--- src/rtl/cpu_rst_ctl_pkg.sv ---
package cpu_rst_ctl_pkg;
  localparam int HALF_W    = 16;
  localparam int RST_POS   = 0;
  localparam int FLUSH_POS = 4;
  localparam int LEN_LSB   = 8;
  localparam int DONE_POS  = 12;

  typedef enum logic [1:0] {
    SEQ_IDLE    = 2'd0,
    SEQ_ASSERT  = 2'd1,
    SEQ_HELD    = 2'd2,
    SEQ_RELEASE = 2'd3
  } seq_state_e;
endpackage

--- src/rtl/cpu_rst_mask_field.sv ---
// Per-bit masked merge: a bit takes new data only where its enable is set.
// With cur_i tied low the output is a write-one strobe.
module cpu_rst_mask_field #(
  parameter int W = 1
) (
  input  logic         wr_i,
  input  logic [W-1:0] en_i,
  input  logic [W-1:0] dat_i,
  input  logic [W-1:0] cur_i,
  output logic [W-1:0] nxt_o
);
  for (genvar i = 0; i < W; i++) begin : g_bit
    assign nxt_o[i] = (wr_i && en_i[i]) ? dat_i[i] : cur_i[i];
  end
endmodule

--- src/rtl/cpu_rst_seq.sv ---
module cpu_rst_seq
  import cpu_rst_ctl_pkg::*;
#(
  parameter bit SELF_CLEAR = 1'b1,
  parameter int CNT_W      = 4
) (
  input  logic             clk_i,
  input  logic             rst_ni,
  input  logic             tick_i,
  input  logic [CNT_W-1:0] len_i,
  input  logic             req_i,
  output logic             core_rst_o,
  output logic             clk_en_o,
  output logic             rel_end_o
);
  localparam logic [CNT_W-1:0] CNT_ONE = CNT_W'(1);

  seq_state_e       st_q, st_d;
  logic [CNT_W-1:0] cnt_q, cnt_d;
  logic             phase_end;

  // >= keeps a phase finite if the length is lowered mid-phase
  assign phase_end = (cnt_q >= len_i);

  always_comb begin
    st_d  = st_q;
    cnt_d = cnt_q;
    unique case (st_q)
      SEQ_IDLE: begin
        if (req_i) begin
          st_d  = SEQ_ASSERT;
          cnt_d = '0;
        end
      end
      SEQ_ASSERT: begin
        if (phase_end) begin
          st_d  = (SELF_CLEAR || !req_i) ? SEQ_RELEASE : SEQ_HELD;
          cnt_d = '0;
        end else if (tick_i) begin
          cnt_d = cnt_q + CNT_ONE;
        end
      end
      SEQ_HELD: begin
        if (!req_i) begin
          st_d  = SEQ_RELEASE;
          cnt_d = '0;
        end
      end
      SEQ_RELEASE: begin
        if (phase_end) st_d = SEQ_IDLE;
        else if (tick_i) cnt_d = cnt_q + CNT_ONE;
      end
      default: st_d = SEQ_IDLE;
    endcase
  end

  always_ff @(posedge clk_i or negedge rst_ni) begin
    if (!rst_ni) begin
      st_q  <= SEQ_IDLE;
      cnt_q <= '0;
    end else begin
      st_q  <= st_d;
      cnt_q <= cnt_d;
    end
  end

  assign core_rst_o = (st_q == SEQ_ASSERT) || (st_q == SEQ_HELD);
  assign clk_en_o   = !((st_q == SEQ_ASSERT) || (st_q == SEQ_RELEASE));
  assign rel_end_o  = (st_q == SEQ_RELEASE) && phase_end;
endmodule

--- src/rtl/cpu_rst_flush.sv ---
module cpu_rst_flush (
  input  logic clk_i,
  input  logic rst_ni,
  input  logic set_i,
  input  logic done_i,
  output logic req_o
);
  logic req_q;

  // pending request ignores new sets; idle ignores done
  always_ff @(posedge clk_i or negedge rst_ni) begin
    if (!rst_ni)        req_q <= 1'b0;
    else if (req_q)     req_q <= !done_i;
    else if (set_i)     req_q <= 1'b1;
  end

  assign req_o = req_q;
endmodule

--- src/rtl/cpu_rst_ctl.sv ---
module cpu_rst_ctl
  import cpu_rst_ctl_pkg::*;
#(
  parameter bit   SELF_CLEAR = 1'b1,
  parameter int   CNT_W      = 4,
  parameter logic [CNT_W-1:0] LEN_INIT = '1
) (
  input  logic        clk_i,
  input  logic        rst_ni,
  input  logic        wr_i,
  input  logic [31:0] wdata_i,
  output logic [31:0] rdata_o,
  input  logic        tick_i,
  input  logic        flush_done_i,
  output logic        core_rst_o,
  output logic        core_clk_en_o,
  output logic        flush_req_o
);
  localparam int LEN_MSB = LEN_LSB + CNT_W - 1;
  localparam logic [HALF_W-1:0] USED_LO =
      HALF_W'((1 << RST_POS) | (1 << FLUSH_POS) | (1 << DONE_POS) |
              (((1 << CNT_W) - 1) << LEN_LSB));
  localparam logic [31:0] USED_MASK = {USED_LO, USED_LO};

  logic             rst_bit_q, rst_nxt;
  logic [CNT_W-1:0] len_q, len_nxt;
  logic             done_q, done_clr, flush_set;
  logic             rel_end;
  logic             unused_wdata;

  assign unused_wdata = ^(wdata_i & ~USED_MASK);

  cpu_rst_mask_field #(.W(1)) u_rst_field (
    .wr_i  (wr_i),
    .en_i  (wdata_i[HALF_W+RST_POS]),
    .dat_i (wdata_i[RST_POS]),
    .cur_i (rst_bit_q),
    .nxt_o (rst_nxt)
  );

  cpu_rst_mask_field #(.W(CNT_W)) u_len_field (
    .wr_i  (wr_i),
    .en_i  (wdata_i[HALF_W+LEN_MSB:HALF_W+LEN_LSB]),
    .dat_i (wdata_i[LEN_MSB:LEN_LSB]),
    .cur_i (len_q),
    .nxt_o (len_nxt)
  );

  cpu_rst_mask_field #(.W(1)) u_done_strobe (
    .wr_i  (wr_i),
    .en_i  (wdata_i[HALF_W+DONE_POS]),
    .dat_i (wdata_i[DONE_POS]),
    .cur_i (1'b0),
    .nxt_o (done_clr)
  );

  cpu_rst_mask_field #(.W(1)) u_flush_strobe (
    .wr_i  (wr_i),
    .en_i  (wdata_i[HALF_W+FLUSH_POS]),
    .dat_i (wdata_i[FLUSH_POS]),
    .cur_i (1'b0),
    .nxt_o (flush_set)
  );

  if (SELF_CLEAR) begin : g_auto
    // hardware owns the bit while it is 1
    always_ff @(posedge clk_i or negedge rst_ni) begin
      if (!rst_ni)                    rst_bit_q <= 1'b0;
      else if (rel_end)               rst_bit_q <= 1'b0;
      else if (!rst_bit_q && rst_nxt) rst_bit_q <= 1'b1;
    end
  end else begin : g_held
    always_ff @(posedge clk_i or negedge rst_ni) begin
      if (!rst_ni) rst_bit_q <= 1'b0;
      else         rst_bit_q <= rst_nxt;
    end
  end

  always_ff @(posedge clk_i or negedge rst_ni) begin
    if (!rst_ni) begin
      len_q  <= LEN_INIT;
      done_q <= 1'b0;
    end else begin
      len_q <= len_nxt;
      if (rel_end)       done_q <= 1'b1;  // completion beats a clear
      else if (done_clr) done_q <= 1'b0;
    end
  end

  cpu_rst_seq #(
    .SELF_CLEAR (SELF_CLEAR),
    .CNT_W      (CNT_W)
  ) u_seq (
    .clk_i      (clk_i),
    .rst_ni     (rst_ni),
    .tick_i     (tick_i),
    .len_i      (len_q),
    .req_i      (rst_bit_q),
    .core_rst_o (core_rst_o),
    .clk_en_o   (core_clk_en_o),
    .rel_end_o  (rel_end)
  );

  cpu_rst_flush u_flush (
    .clk_i  (clk_i),
    .rst_ni (rst_ni),
    .set_i  (flush_set),
    .done_i (flush_done_i),
    .req_o  (flush_req_o)
  );

  always_comb begin
    rdata_o                  = '0;
    rdata_o[RST_POS]         = rst_bit_q;
    rdata_o[FLUSH_POS]       = flush_req_o;
    rdata_o[LEN_MSB:LEN_LSB] = len_q;
    rdata_o[DONE_POS]        = done_q;
  end
endmodule

--- config.mk ---
export PLATFORM = sky130hd
export DESIGN_NAME = cpu_rst_ctl
export DESIGN_NICKNAME = d
export VERILOG_FILES = /design/src/rtl/cpu_rst_ctl_pkg.sv /design/src/rtl/cpu_rst_mask_field.sv /design/src/rtl/cpu_rst_seq.sv /design/src/rtl/cpu_rst_flush.sv /design/src/rtl/cpu_rst_ctl.sv
export SDC_FILE = /design/constraint.sdc
export NUM_CORES = 1
export LEC_CHECK = 0
export ABC_AREA = 0
export BUFFER_PORTS_ARGS = -buffer_cell sky130_fd_sc_hd__buf_2
export CAP_MARGIN = 20
export CORE_MARGIN = 4
export CORE_UTILIZATION = 36
export DETAILED_ROUTE_END_ITERATION = 6
export PLACE_DENSITY_LB_ADDON = 0.12
export SLEW_MARGIN = 20
export SYNTH_ARGS = -nofsm -noshare
export SYNTH_HDL_FRONTEND = slang
export SYNTH_SLANG_ARGS = --single-unit
--- constraint.sdc ---
create_clock -name clk_i -period 2.2 [get_ports clk_i]
set_input_delay 0.66 -clock clk_i [delete_from_list [all_inputs] [get_ports clk_i]]
set_output_delay 0.66 -clock clk_i [all_outputs]
set_load 0.02 [all_outputs]
==> metrics.txt <==
worst slack at placement=~0.021 ns; cts bufs inserted=3; Max Slew Vio Count=0; hold_buf cts=0; critical path fanouts, max=4; Residual DRC=0; gp weighted congestion=a little under 0.7; Critical path buffers and inverters=1; WHS=0.2530 ns; sequential share of the synthesized area=0.3363; DR vias/cell=about 4.4; number of global-route vias before repair=677; reg2reg end=u_seq.cnt_q[3]; Achievable Freq=around 0.47 GHz; Fin. Hold Viols=0; CP max stage delay=around 0.55 ns; Power, Total=about 1.2 mW; outcome=finished, final reports clean; clk buf depth=2; top layer reached by signal wires=met4; Final WS setup=0.05043 ns; critical setup path kind=flip-flop to flip-flop; WL per Instance=~11 um; placed instance area=1070 um2; clock skew=~0.0091 ns; n_diodes=0; syn avg cell area=9.725 um2; CTS tree=built; CP top delay family=simple AND/OR/NAND/NOR gates; commonest non-fill, non-tap cell in the layout=buf_2; clk_lat worst skew=0.28 ns; nets=~180; area delta synth->final=14.52%; initial core utilization=0.3859; met1 wire length=823 um; Worst-path clk slew=0.09 ns; die area=approximately 3600 um2; crit end category=flip-flop; WL final=between 1500 and 2000 um; Worst setup SP type=flip-flop; met3 WL=roughly 130 um; HPWL after detailed placement=approximately 1500 um; DRT iter0 DRCs=4; Multi-input gate area=approximately 530 um2; CTS sink cnt=13; synthesized flop and latch total=13; Required @ worst endpoint=between 2 and 2.5 ns; CTS HTree Levels=1; final setup fails=0; Post-Synthesis Cells=between 100 and 150; Max Cap Viol=0; port bufs=28; FF-to-FF path depth=6; Die H=60.24 um; site row count=18; CTS root buffer=clkbuf_4; unrepaired setup endpoints after global routing=true; first-pass GRT wire length=3084 um; Layout Utilization=0.4420; most frequent cells in the layout=28 x buf_2, 25 x conb_1, 9 x ha_1, 9 x dfrtp_1; cell leakage power=between 0.6 and 0.7 nW; metal2 WL=between 900 and 1000 um; CP arrival=2.37 ns; CP Launch Point=len_q[1]; CP cell instances=inv_2 -> ha_4 -> or3b_4 -> a221o_1 -> or4_1 -> a21oi_2; number of cells on the critical path=6; pwr/cell area=~1100 nW/um2; via count=approximately 720; reg2reg setup slack=0.05 ns; crit path capture=u_seq.cnt_q[3]; fin area=around 1100 um2; Ys Warns=0; Register Area=about 330 um2; antenna violations before repair=0; synth top area cells=dfrtp_1 23%, buf_4 21%, ha_1 13%; worst hold path class=primary input to asynchronous set/reset pin; Distinct cells, synth=26; fillcell total=261; antenna-violating nets left=0; gr usage total=0.1152; total gr overflow=0; RR Startpoint=len_q[1]; core outline area=about 2500 um2; TritonRoute pass-1 iters=4; Cell Area, Synth=between 900 and 1000 um2; largest net degree at the start of global routing=14; post-synth top area share=0.2293; I/O Pins=just over 70; Final period util=0.9771; Worst VDD drop=0.7322 mV; top cell type by total area after synthesis=dfrtp_1; share of cells above drive strength 1=0.3835; Tmin final=approximately 2.1 ns; crit path max-delay cell type=dfstp_2; chip width=around 60 um
## worst min-delay path by stage
stage / from / end / slack [ns]
final: rst_ni / u_seq.cnt_q[0] / 0.25
after global routing: rst_ni / u_seq.cnt_q[3] / 0.26
after CTS: rst_ni / u_seq.cnt_q[3] / 0.26
after detailed placement: done_q / done_q / 0.49
after global placement: u_flush.req_o / u_flush.req_o / 0.48
after floorplan: rst_ni / done_q / 0.36
## cell type report
| type | count | share of cell area |
|---|---|---|
| Inverter | 7 | 0.02336 |
| Clock buffer | 4 | 0.02336 |
| Timing Repair Buffer | 32 | 0.1513 |
| Multi-Input combinational cell | 77 | 0.4750 |
| Sequential cell | 13 | 0.2937 |
| Tap cell | 30 | 0.03337 |
## cell families (layout without fill, tap and decap cells)
kind of cell / count (synthesis) / in the layout / synth area share
buffers and inverters: 35 / 43 / 0.2408
and+or+nand+nor: 19 / 19 / 0.09555
AOI/OAI and AO/OA: 15 / 15 / 0.1083
DFF: 13 / 13 / 0.3363
adders and majority gates: 10 / 10 / 0.1274
muxes: 8 / 8 / 0.08790
other: 1 / 25 / 0.003818
## where the power goes
group	switching (mW)	internal (mW)
clock	0.0828	0.0703
sequential	0.0650	0.317
combinational	0.397	0.317
total	0.544	0.704
## state kept, by name, summed over array words and instances, names as in the netlist
register,flops
rst_bit_q,1
len_q,4
u_seq.cnt_q,4
u_flush.req_o,1
u_seq.st_q,2
done_q,1
## layer usage
metal	vias to the layer above	track usage
met4	0	0.02848
met3	2	0.04536
met2	28	0.1867
met1	321	0.1421
li1	365	-
met5	-	0
## synth_stat cells
| cell | n |
|---|---|
| mux2_2 | 5 |
| inv_1 | 7 |
| nand2b_1 | 1 |
| and2_1 | 1 |
| nor3_1 | 4 |
| o21ai_0 | 1 |
| a221o_1 | 1 |
| o32ai_1 | 1 |
| a31oi_1 | 3 |
| ha_1 | 10 |
| buf_4 | 28 |
| o211a_1 | 1 |
| conb_1 | 1 |
| dfstp_2 | 4 |
| a21oi_1 | 4 |
| nor2_1 | 2 |
| o31ai_1 | 1 |
| or3b_1 | 1 |
| nand2_1 | 6 |
| mux2i_1 | 3 |
| nand3_1 | 3 |
| or4_1 | 1 |
| a22o_2 | 1 |
| a21boi_0 | 1 |
| dfrtp_1 | 9 |
| a221oi_1 | 1 |
## repair_timing
item	CTS	global route
endpoints found under the hold margin	0	0
endpoints found under the setup margin	1	5
setup buffers	0	1
resized for setup	0	6
pin swaps	1	3
## through the flow
step                cells  TNS [ns]
floorplan             125  -0.07205
global placement      158         0
finish                163         0
CTS                   162         0
detailed placement    158         0
global route          163  -0.03964
No activity file was read; power rests on OpenSTA's default activity.
